<file path="src/rtl/alu_skip_pkg.sv">
package alu_skip_pkg;
    localparam int OP_W = 5;

    typedef enum logic [OP_W-1:0] {
        OP_ADD   = 5'd0,
        OP_ADC   = 5'd1,
        OP_SUBC  = 5'd2,
        OP_AND   = 5'd3,
        OP_OR    = 5'd4,
        OP_XOR   = 5'd5,
        OP_RRC   = 5'd6,
        OP_RLC   = 5'd7,
        OP_SWAP  = 5'd8,
        OP_DCOR  = 5'd9,
        OP_INC   = 5'd10,
        OP_DEC   = 5'd11,
        OP_CLR   = 5'd12,
        OP_SETC  = 5'd13,
        OP_CLRC  = 5'd14,
        OP_TBIT  = 5'd15,
        OP_CEQ   = 5'd16,
        OP_CNE   = 5'd17,
        OP_CGT   = 5'd18,
        OP_ANDZ  = 5'd19,
        OP_BNE4  = 5'd20,
        OP_DECZ  = 5'd21,
        OP_TC    = 5'd22,
        OP_TNC   = 5'd23
    } alu_op_e;
endpackage

</file>
<file path="src/rtl/alu_arith.sv">
module alu_arith
    import alu_skip_pkg::*;
#(
    parameter int DATA_W = 8
) (
    input  alu_op_e           op,
    input  logic [DATA_W-1:0] a,
    input  logic [DATA_W-1:0] m,
    input  logic              c_in,
    input  logic              hc_in,
    output logic [DATA_W-1:0] res,
    output logic              c_out,
    output logic              hc_out
);
    localparam int NIB_W = DATA_W / 2;
    localparam logic [DATA_W-1:0] LO_FIX = DATA_W'(6);
    localparam logic [DATA_W-1:0] HI_FIX = DATA_W'(6) << NIB_W;

    logic              is_sub;
    logic              add_cin;
    logic [DATA_W-1:0] m_eff;
    logic [DATA_W:0]   full_sum;
    logic [NIB_W:0]    half_sum;

    // One adder serves ADD, ADC and SUBC; subtraction inverts the operand.
    always_comb begin
        is_sub   = (op == OP_SUBC);
        add_cin  = (op == OP_ADD) ? 1'b0 : c_in;
        m_eff    = is_sub ? ~m : m;
        full_sum = {1'b0, a} + {1'b0, m_eff} + {{DATA_W{1'b0}}, add_cin};
        half_sum = {1'b0, a[NIB_W-1:0]} + {1'b0, m_eff[NIB_W-1:0]}
                 + {{NIB_W{1'b0}}, add_cin};
    end

    always_comb begin
        res    = a;
        c_out  = c_in;
        hc_out = hc_in;
        unique case (op)
            OP_ADD:  res = full_sum[DATA_W-1:0];
            OP_ADC, OP_SUBC: begin
                res    = full_sum[DATA_W-1:0];
                c_out  = full_sum[DATA_W];
                hc_out = half_sum[NIB_W];
            end
            OP_AND:  res = a & m;
            OP_OR:   res = a | m;
            OP_XOR:  res = a ^ m;
            OP_RRC: begin
                res   = {c_in, a[DATA_W-1:1]};
                c_out = a[0];
            end
            OP_RLC: begin
                res   = {a[DATA_W-2:0], c_in};
                c_out = a[DATA_W-1];
            end
            OP_SWAP: res = {a[NIB_W-1:0], a[DATA_W-1:NIB_W]};
            OP_DCOR: res = a - (hc_in ? '0 : LO_FIX) - (c_in ? '0 : HI_FIX);
            OP_INC:  res = a + 1'b1;
            OP_DEC:  res = a - 1'b1;
            OP_CLR:  res = '0;
            OP_SETC: begin
                c_out  = 1'b1;
                hc_out = 1'b1;
            end
            OP_CLRC: begin
                c_out  = 1'b0;
                hc_out = 1'b0;
            end
            OP_DECZ: res = m - 1'b1;
            default: res = a;
        endcase
    end
endmodule

</file>
<file path="src/rtl/alu_cond.sv">
module alu_cond
    import alu_skip_pkg::*;
#(
    parameter int DATA_W = 8
) (
    input  alu_op_e                      op,
    input  logic [DATA_W-1:0]            a,
    input  logic [DATA_W-1:0]            m,
    input  logic [DATA_W/2-1:0]          b_lo,
    input  logic [$clog2(DATA_W)-1:0]    bit_sel,
    input  logic                         c_in,
    output logic                         skip
);
    localparam int NIB_W = DATA_W / 2;

    logic [DATA_W-1:0] m_dec;
    assign m_dec = m - 1'b1;

    // A true condition runs the next instruction; a false one skips it.
    always_comb begin
        unique case (op)
            OP_CEQ:  skip = (a != m);
            OP_CNE:  skip = (a == m);
            OP_CGT:  skip = !(a > m);
            OP_ANDZ: skip = ((a & m) == '0);
            OP_BNE4: skip = (b_lo == m[NIB_W-1:0]);
            OP_DECZ: skip = (m_dec == '0);
            OP_TBIT: skip = !m[bit_sel];
            OP_TC:   skip = !c_in;
            OP_TNC:  skip = c_in;
            default: skip = 1'b0;
        endcase
    end
endmodule

</file>
<file path="src/rtl/accum_alu_skip.sv">
module accum_alu_skip
    import alu_skip_pkg::*;
#(
    parameter int DATA_W = 8
) (
    input  logic                      clk,
    input  logic                      rst_n,
    input  logic                      in_valid,
    input  logic [OP_W-1:0]           op_in,
    input  logic [DATA_W-1:0]         acc_in,
    input  logic [DATA_W-1:0]         opnd_in,
    input  logic [DATA_W-1:0]         b_in,
    input  logic [$clog2(DATA_W)-1:0] bit_sel,
    input  logic                      c_in,
    input  logic                      hc_in,
    output logic                      out_valid,
    output logic [DATA_W-1:0]         res_out,
    output logic                      c_out,
    output logic                      hc_out,
    output logic                      skip_out
);
    localparam int NIB_W = DATA_W / 2;

    typedef struct packed {
        logic              vld;
        logic [DATA_W-1:0] res;
        logic              c;
        logic              hc;
        logic              skip;
    } stage_t;

    stage_t            st_d, st_q;
    alu_op_e           op_e;
    logic [DATA_W-1:0] ar_res;
    logic              ar_c, ar_hc, cd_skip;

    assign op_e = alu_op_e'(op_in);

    alu_arith #(.DATA_W(DATA_W)) u_arith (
        .op     (op_e),
        .a      (acc_in),
        .m      (opnd_in),
        .c_in   (c_in),
        .hc_in  (hc_in),
        .res    (ar_res),
        .c_out  (ar_c),
        .hc_out (ar_hc)
    );

    alu_cond #(.DATA_W(DATA_W)) u_cond (
        .op      (op_e),
        .a       (acc_in),
        .m       (opnd_in),
        .b_lo    (b_in[NIB_W-1:0]),
        .bit_sel (bit_sel),
        .c_in    (c_in),
        .skip    (cd_skip)
    );

    always_comb begin
        st_d     = st_q;
        st_d.vld = in_valid;
        if (in_valid) begin
            st_d.res  = ar_res;
            st_d.c    = ar_c;
            st_d.hc   = ar_hc;
            st_d.skip = cd_skip;
        end
    end

    always_ff @(posedge clk or negedge rst_n) begin
        if (!rst_n) st_q <= '0;
        else        st_q <= st_d;
    end

    assign out_valid = st_q.vld;
    assign res_out   = st_q.res;
    assign c_out     = st_q.c;
    assign hc_out    = st_q.hc;
    assign skip_out  = st_q.skip;


    valid_lat_chk: assert property (@(posedge clk) disable iff (!rst_n)
        in_valid |=> out_valid);


    setc_pair_chk: assert property (@(posedge clk) disable iff (!rst_n)
        (in_valid && op_in == OP_SETC) |=> (c_out && hc_out));


    logic_flags_chk: assert property (@(posedge clk) disable iff (!rst_n)
        (in_valid && (op_in == OP_AND || op_in == OP_OR || op_in == OP_XOR ||
                      op_in == OP_INC || op_in == OP_DEC))
        |=> (c_out == $past(c_in) && hc_out == $past(hc_in)));


    noskip_chk: assert property (@(posedge clk) disable iff (!rst_n)
        (in_valid && op_in <= OP_CLRC) |=> !skip_out);


    cmp_keeps_acc_chk: assert property (@(posedge clk) disable iff (!rst_n)
        (in_valid && (op_in == OP_CEQ || op_in == OP_CNE || op_in == OP_CGT))
        |=> (res_out == $past(acc_in)));


    swap_chk: assert property (@(posedge clk) disable iff (!rst_n)
        (in_valid && op_in == OP_SWAP)
        |=> (res_out[NIB_W-1:0] == $past(acc_in[DATA_W-1:NIB_W])));
endmodule

</file>
<file path="config.mk">
export PLATFORM = sky130hd
export DESIGN_NAME = accum_alu_skip
export DESIGN_NICKNAME = d
export VERILOG_FILES = /design/src/rtl/alu_skip_pkg.sv /design/src/rtl/alu_arith.sv /design/src/rtl/alu_cond.sv /design/src/rtl/accum_alu_skip.sv
export SDC_FILE = /design/constraint.sdc
export NUM_CORES = 1
export LEC_CHECK = 0
export BUFFER_PORTS_ARGS = -buffer_cell sky130_fd_sc_hd__buf_4
export CORE_ASPECT_RATIO = 0.75
export CORE_MARGIN = 2
export CORE_UTILIZATION = 45
export DETAILED_ROUTE_END_ITERATION = 10
export GPL_TIMING_DRIVEN = 0
export PLACE_DENSITY = 0.66
export SLEW_MARGIN = 20
export SYNTH_ARGS = -nofsm -noshare
export SYNTH_HDL_FRONTEND = slang
export SYNTH_SLANG_ARGS = --single-unit
</file>
<file path="constraint.sdc">
create_clock -name clk -period 1.01 [get_ports clk]
set_input_delay 0 -clock clk [delete_from_list [all_inputs] [get_ports clk]]
set_output_delay 0 -clock clk [all_outputs]
set_load 0.05 [all_outputs]
</file>
Word level (Yosys, flattened, before mapping)
Index checks and enable logic that the tools add are counted.
{"block": "word_totals", "ff_bits": 12, "in_bits": 37, "output_inout_bits": 12, "elab_cells": 64}
{"block": "op_classes", "addsub": 9, "magnitude_cmp": 2, "n_eq_ne": 26, "mux": 10, "bitwise_logic": 4, "n_reduce_logical": 8}
{"operator": "$pmux 8 s12", "n": 1}
{"operator": "$eq 5x4->1 const B", "n": 8}
{"operator": "$eq 5x5->1 const B", "n": 8}
{"operator": "$eq 5x3->1 const B", "n": 4}
{"operator": "$logic_not 8->1", "n": 2}
{"operator": "$sub 8x1->8 const B", "n": 2}
{"operator": "$sub 8x8->8", "n": 2}
{"operator": "$eq 5x2->1 const B", "n": 2}
{"operator": "$add 8x8->9", "n": 1}
{"operator": "$add 9x1->9", "n": 1}
{"operator": "$pmux 1 s9", "n": 1}
{"operator": "$add 8x1->8 const B", "n": 1}
{"operator": "$and 8x8->8", "n": 1}
{"operator": "$eq 8x8->1", "n": 1}
{"operator": "$gt 8x8->1", "n": 1}
{"operator": "$mux 8", "n": 1}
{"operator": "$ne 8x8->1", "n": 1}
{"operator": "$not 8->8", "n": 1}
{"operator": "$or 8x8->8", "n": 1}
{"operator": "$xor 8x8->8", "n": 1}
{"operator": "$mux 7", "n": 1}
{"operator": "$add 4x4->5", "n": 1}
{"operator": "$add 5x1->5", "n": 1}
{"operator": "$eq 5x1->1 const B", "n": 1}
{"operator": "11 further kinds", "n": 14}

Longest topological paths before layout
{"block": "depth", "word_depth": 5, "depth_mapped": 14, "mapped_depth_nobuf": 13}

Cells and area by module
From an unflattened synthesis, not the netlist that was laid out.
{"block": "unflattened", "cells_unflattened": 409, "hier_area_um2": 3240.6}
{"mod": "alu_arith", "n_inst": 1, "cells_each": 320, "area_each_um2": 2219.6, "seq_area_each_um2": 0.0}
{"mod": "alu_cond", "n_inst": 1, "cells_each": 65, "area_each_um2": 548.0, "seq_area_each_um2": 0.0}
{"mod": "accum_alu_skip", "n_inst": 1, "cells_each": 24, "area_each_um2": 473.0, "seq_area_each_um2": 300.3}

Worst setup path before layout
No wires, ideal clock.
{"block": "synth_path", "kind": "input -> register", "startpoint": "input port op_in[4]", "endpoint": "register st_q, in the netlist c_out", "setup_time_ns": 0.094, "t_arrival_ns": 2.613, "required_ns": 0.916, "path_slack_ns": -1.697, "path_stages": 13, "n_path_buf": 1, "path_cell_list": "buf_6 nor3_1 nand2_2 xnor2_1 fa_1 inv_1 fa_1 nor2b_1 o21a_1 o211ai_1 a21boi_0 o211ai_1 a221oi_2"}
{"block": "synth_between", "elab_chain_cells": 5, "elab_cells_between_ends": 13, "cone_classes": "add/sub (2); eq/ne (6); mux (3); reduce/logical (2)"}
{"item": "start: declaration", "line_no": "accum_alu_skip.sv:9", "source": "input logic [OP_W-1:0] op_in,"}
{"item": "$eq 5x2->1", "line_no": "alu_arith.sv:27, alu_arith.sv:39"}
{"item": "$mux 8", "line_no": "alu_arith.sv:29", "source": "m_eff = is_sub ? ~m : m;"}
{"item": "$add 8x8->9", "line_no": "alu_arith.sv:30", "source": "full_sum = {1'b0, a} + {1'b0, m_eff} + {{DATA_W{1'b0}}, add_cin};"}
{"item": "$add 9x1->9", "line_no": "alu_arith.sv:30"}
{"item": "$pmux 1 s5 *", "line_no": "alu_arith.sv:39", "source": "unique case (op)"}
{"item": "end signal: assignment", "line_no": "accum_alu_skip.sv:73", "source": "else st_q <= st_d;"}
{"item": "end: declaration", "line_no": "accum_alu_skip.sv:32", "source": "stage_t st_d, st_q;"}
Mark *: on every way between the ends. The rest lies on a longest branch, timed or not.
A chain may end at the register's enable or synchronous reset.

Worst setup path in the final report
{"block": "layout_path", "startpoint": "input port op_in[3]", "endpoint": "register st_q, in the netlist c_out"}
Same word-level chain as after synthesis.

==> results.sh <==
export IMPL_power_leakage_nw=1.867
export IMPL_dp_hpwl_mm=9.669
export IMPL_slew_violations=0
export IMPL_antenna_cells=0
export IMPL_place_gp_congestion=0.9519
export IMPL_cp_start_kind="input pin"
export IMPL_cts_sinks=12
export IMPL_cts_inserted_buffers=3
export IMPL_synth_top_area_cell="ha_1"
export IMPL_n_fill_cell=573
export IMPL_placementRows=26
export IMPL_synth_top_area_share=0.1874
export IMPL_fin_util=0.6573
export IMPL_maxCapViolCount=0
export IMPL_finalCritPeriodShare=2.313
export IMPL_routed_wl_mm=13.11
export IMPL_syn2layout_area_growth_pct=40.75
export IMPL_hold_viol=0
export IMPL_criticalPathCategory="input pin to register"
export IMPL_multi_input_comb_area_um2=3007
export IMPL_clk_pin_slew_ns=0.05
export IMPL_fmax_ghz=0.4280
export IMPL_worst_pin_slew_ns=0.9892
export IMPL_violations="setup timing"
export IMPL_end_kind="register"
export IMPL_powerDensity_nw_per_um2=760.9
export IMPL_numPortBuffers=42
export IMPL_synthesis_area_um2=3206
export IMPL_clockBufferDepth=2
export IMPL_status="finished, violations left"
export IMPL_clk_latency_ns=0.24
export IMPL_synthCells=406
export IMPL_antenna_found_initial=0
export IMPL_synth_edf_count=0
export IMPL_yosysSeqAreaShare=0.09368
export IMPL_die_area_um2=7822
export IMPL_min_path_type="input pin to register"
export IMPL_async_flop_share=1.000
export IMPL_yosys_warnings=0
export IMPL_max_slew_margin=0.3365
export IMPL_syn_avg_cell_area_um2=7.896
export IMPL_seqCellArea_um2=300.3
export IMPL_start_util=0.4670
export IMPL_cp_required_ns=1.12
export IMPL_ir_worst_vdd_uv=394.7
export IMPL_syn_nets=494
export IMPL_fin_nets=575
export IMPL_rsz0062_at_grt="yes"
export IMPL_cts_tree="done"
export IMPL_grt_max_degree=13
export IMPL_root_buffer="clkbuf_8"
export IMPL_firstDrtPassIters=5
export IMPL_post_drt_via_cell_ratio=6.334
export IMPL_die_h_um=77.10
export IMPL_synthFlopType="dfrtp_1"
export IMPL_synth_seq_cells=12
export IMPL_grtUsageTotal=0.3393
export IMPL_grt_pass1_wl_mm=20.25
export IMPL_drtAntennaViolNets=0
export IMPL_htree_levels=1
export IMPL_period_needed_ns=2.337
export IMPL_finClkSkew_ns=0
export IMPL_holdWs_ns=0.04465
export IMPL_fin_ws_ns=-1.327
export IMPL_ys_top_cells_by_area="ha_1 (19%), dfrtp_1 (9.4%), xnor2_1 (6.8%), inv_1 (3.9%), a21oi_1 (3.6%)"
export IMPL_crit_arrival_ns=2.45
export IMPL_synth_most_common_cell="ha_1"
export IMPL_core_area_um2=6864
export IMPL_crit_path_max_fanout=3
export IMPL_drtIter0Drc=280
export IMPL_synth_common_cells="ha_1 (48), inv_1 (33), nor2_1 (28), xnor2_1 (25), a21oi_1 (23)"
export IMPL_route_detailed_drc=0
export IMPL_drive_above_1_share=0.3724
export IMPL_routedWlPerCell_um=22.44
export IMPL_setup_violations_final=11
export IMPL_yosysUniqueCellTypes=76
export IMPL_ios=49
export IMPL_die_w_um=101.5
export IMPL_gr_total_overflow=0
export IMPL_vias=3699
export IMPL_grt_pass1_vias=3636
[cell type report]
| cell class | instances | share of cell area |
|---|---|---|
| Inverter | 36 | 0.03716 |
| Timing Repair Buffer | 76 | 0.1414 |
| Multi-Input combinational cell | 336 | 0.6664 |
| Clock buffer | 4 | 0.01220 |
| Buffer | 22 | 0.04908 |
| Tap cell | 98 | 0.02718 |
| Sequential cell | 12 | 0.06656 |
[through the flow]
stage	TNS [ns]	worst slack (ns)	power, mW	std cells	cell area [um^2]
2_1_floorplan	-11.48	-1.217	1.902	406	3432
3_3_place_gp	-18.06	-1.841	2.523	546	3870
3_5_place_dp	-18.30	-1.854	2.529	546	3870
4_1_cts	-12.25	-1.293	3.325	582	4433
5_1_grt	-13.25	-1.431	3.623	584	4512
6_report	-12.18	-1.327	3.433	584	4512
[what timing repair did]
action | in CTS | in global routing
hold endpoints to repair | 13 | 0
gates resized for setup | 60 | 12
setup buffers | 30 | 3
setup endpoints to repair | 11 | 11
pin swaps | 29 | 16
hold buffers | 2 | 0
[routing by layer]
metal,part of all wire,up-vias,track usage
li1,-,1658,-
met1,0.42,1778,0.4684
met2,0.44,226,0.5192
met3,0.11,37,0.08204
met4,0.028,0,0.1041
met5,0,-,0
[layout by cell type (no fill, tap or decap), drive strengths merged, types with 7 or more instances in the layout]
cell,instances
a211oi,10
a21oi,23
a31oi,7
buf,86
clkbuf,13
dfrtp,12
ha,48
inv,33
nand2,18
nand3,8
nor2,29
nor2b,10
nor3,16
nor4,8
o21ai,24
o22ai,7
xnor2,25
[critical path, cell delays in order]
cell      delay (ns)
buf_8           0.10
buf_12          0.11
nor3_4          0.24
nand2_4         0.13
xnor2_4         0.15
fa_2            0.37
inv_2           0.07
fa_2            0.20
nor2b_1         0.05
o21a_1          0.19
o211ai_1        0.24
a21boi_1        0.13
o211ai_1        0.34
a221oi_2        0.11
[power by group]
| part | switching (mW) | internal, mW | total (mW) | leakage (nW) |
|---|---|---|---|---|
| clock network | 0.190 | 0.345 | 0.535 | 0.0288 |
| registers | 0.0363 | 0.544 | 0.581 | 0.140 |
| logic | 1.34 | 0.981 | 2.32 | 1.70 |
[cells by family after synthesis]
logic type | Yosys count | synth area share
AO/OA/AOI/OAI | 124 | 0.2795
AND/OR/NAND/NOR | 118 | 0.2045
buffers and inverters | 58 | 0.08470
adder cells (fa/ha/maj) | 51 | 0.2061
XOR/XNOR | 31 | 0.08470
multiplexers | 12 | 0.04684
flip-flops | 12 | 0.09368
[registers in the layout, summed over array words and instances, names as in the netlist]
register   cells
c_out          1
skip_out       1
res_out        8
out_valid      1
hc_out         1
[worst paths after layout]
kind / start / endpoint / slack, ns / cells past startpoint
max: op_in[3] / c_out$_DFFE_PN0P_ / -1.33 / 14
min: hc_in / hc_out$_DFFE_PN0P_ / 0.04 / 3
max reg2reg: res_out[5]$_DFFE_PN0P_ / res_out[5]$_DFFE_PN0P_ / 0.20 / 3
min reg2reg: res_out[1]$_DFFE_PN0P_ / res_out[1]$_DFFE_PN0P_ / 0.53 / 2
max in group asynchronous: rst_n / skip_out$_DFFE_PN0P_ / 0.72 / 2
min in group asynchronous: rst_n / hc_out$_DFFE_PN0P_ / 0.13 / 2
Power figures use the tool's default switching activity.
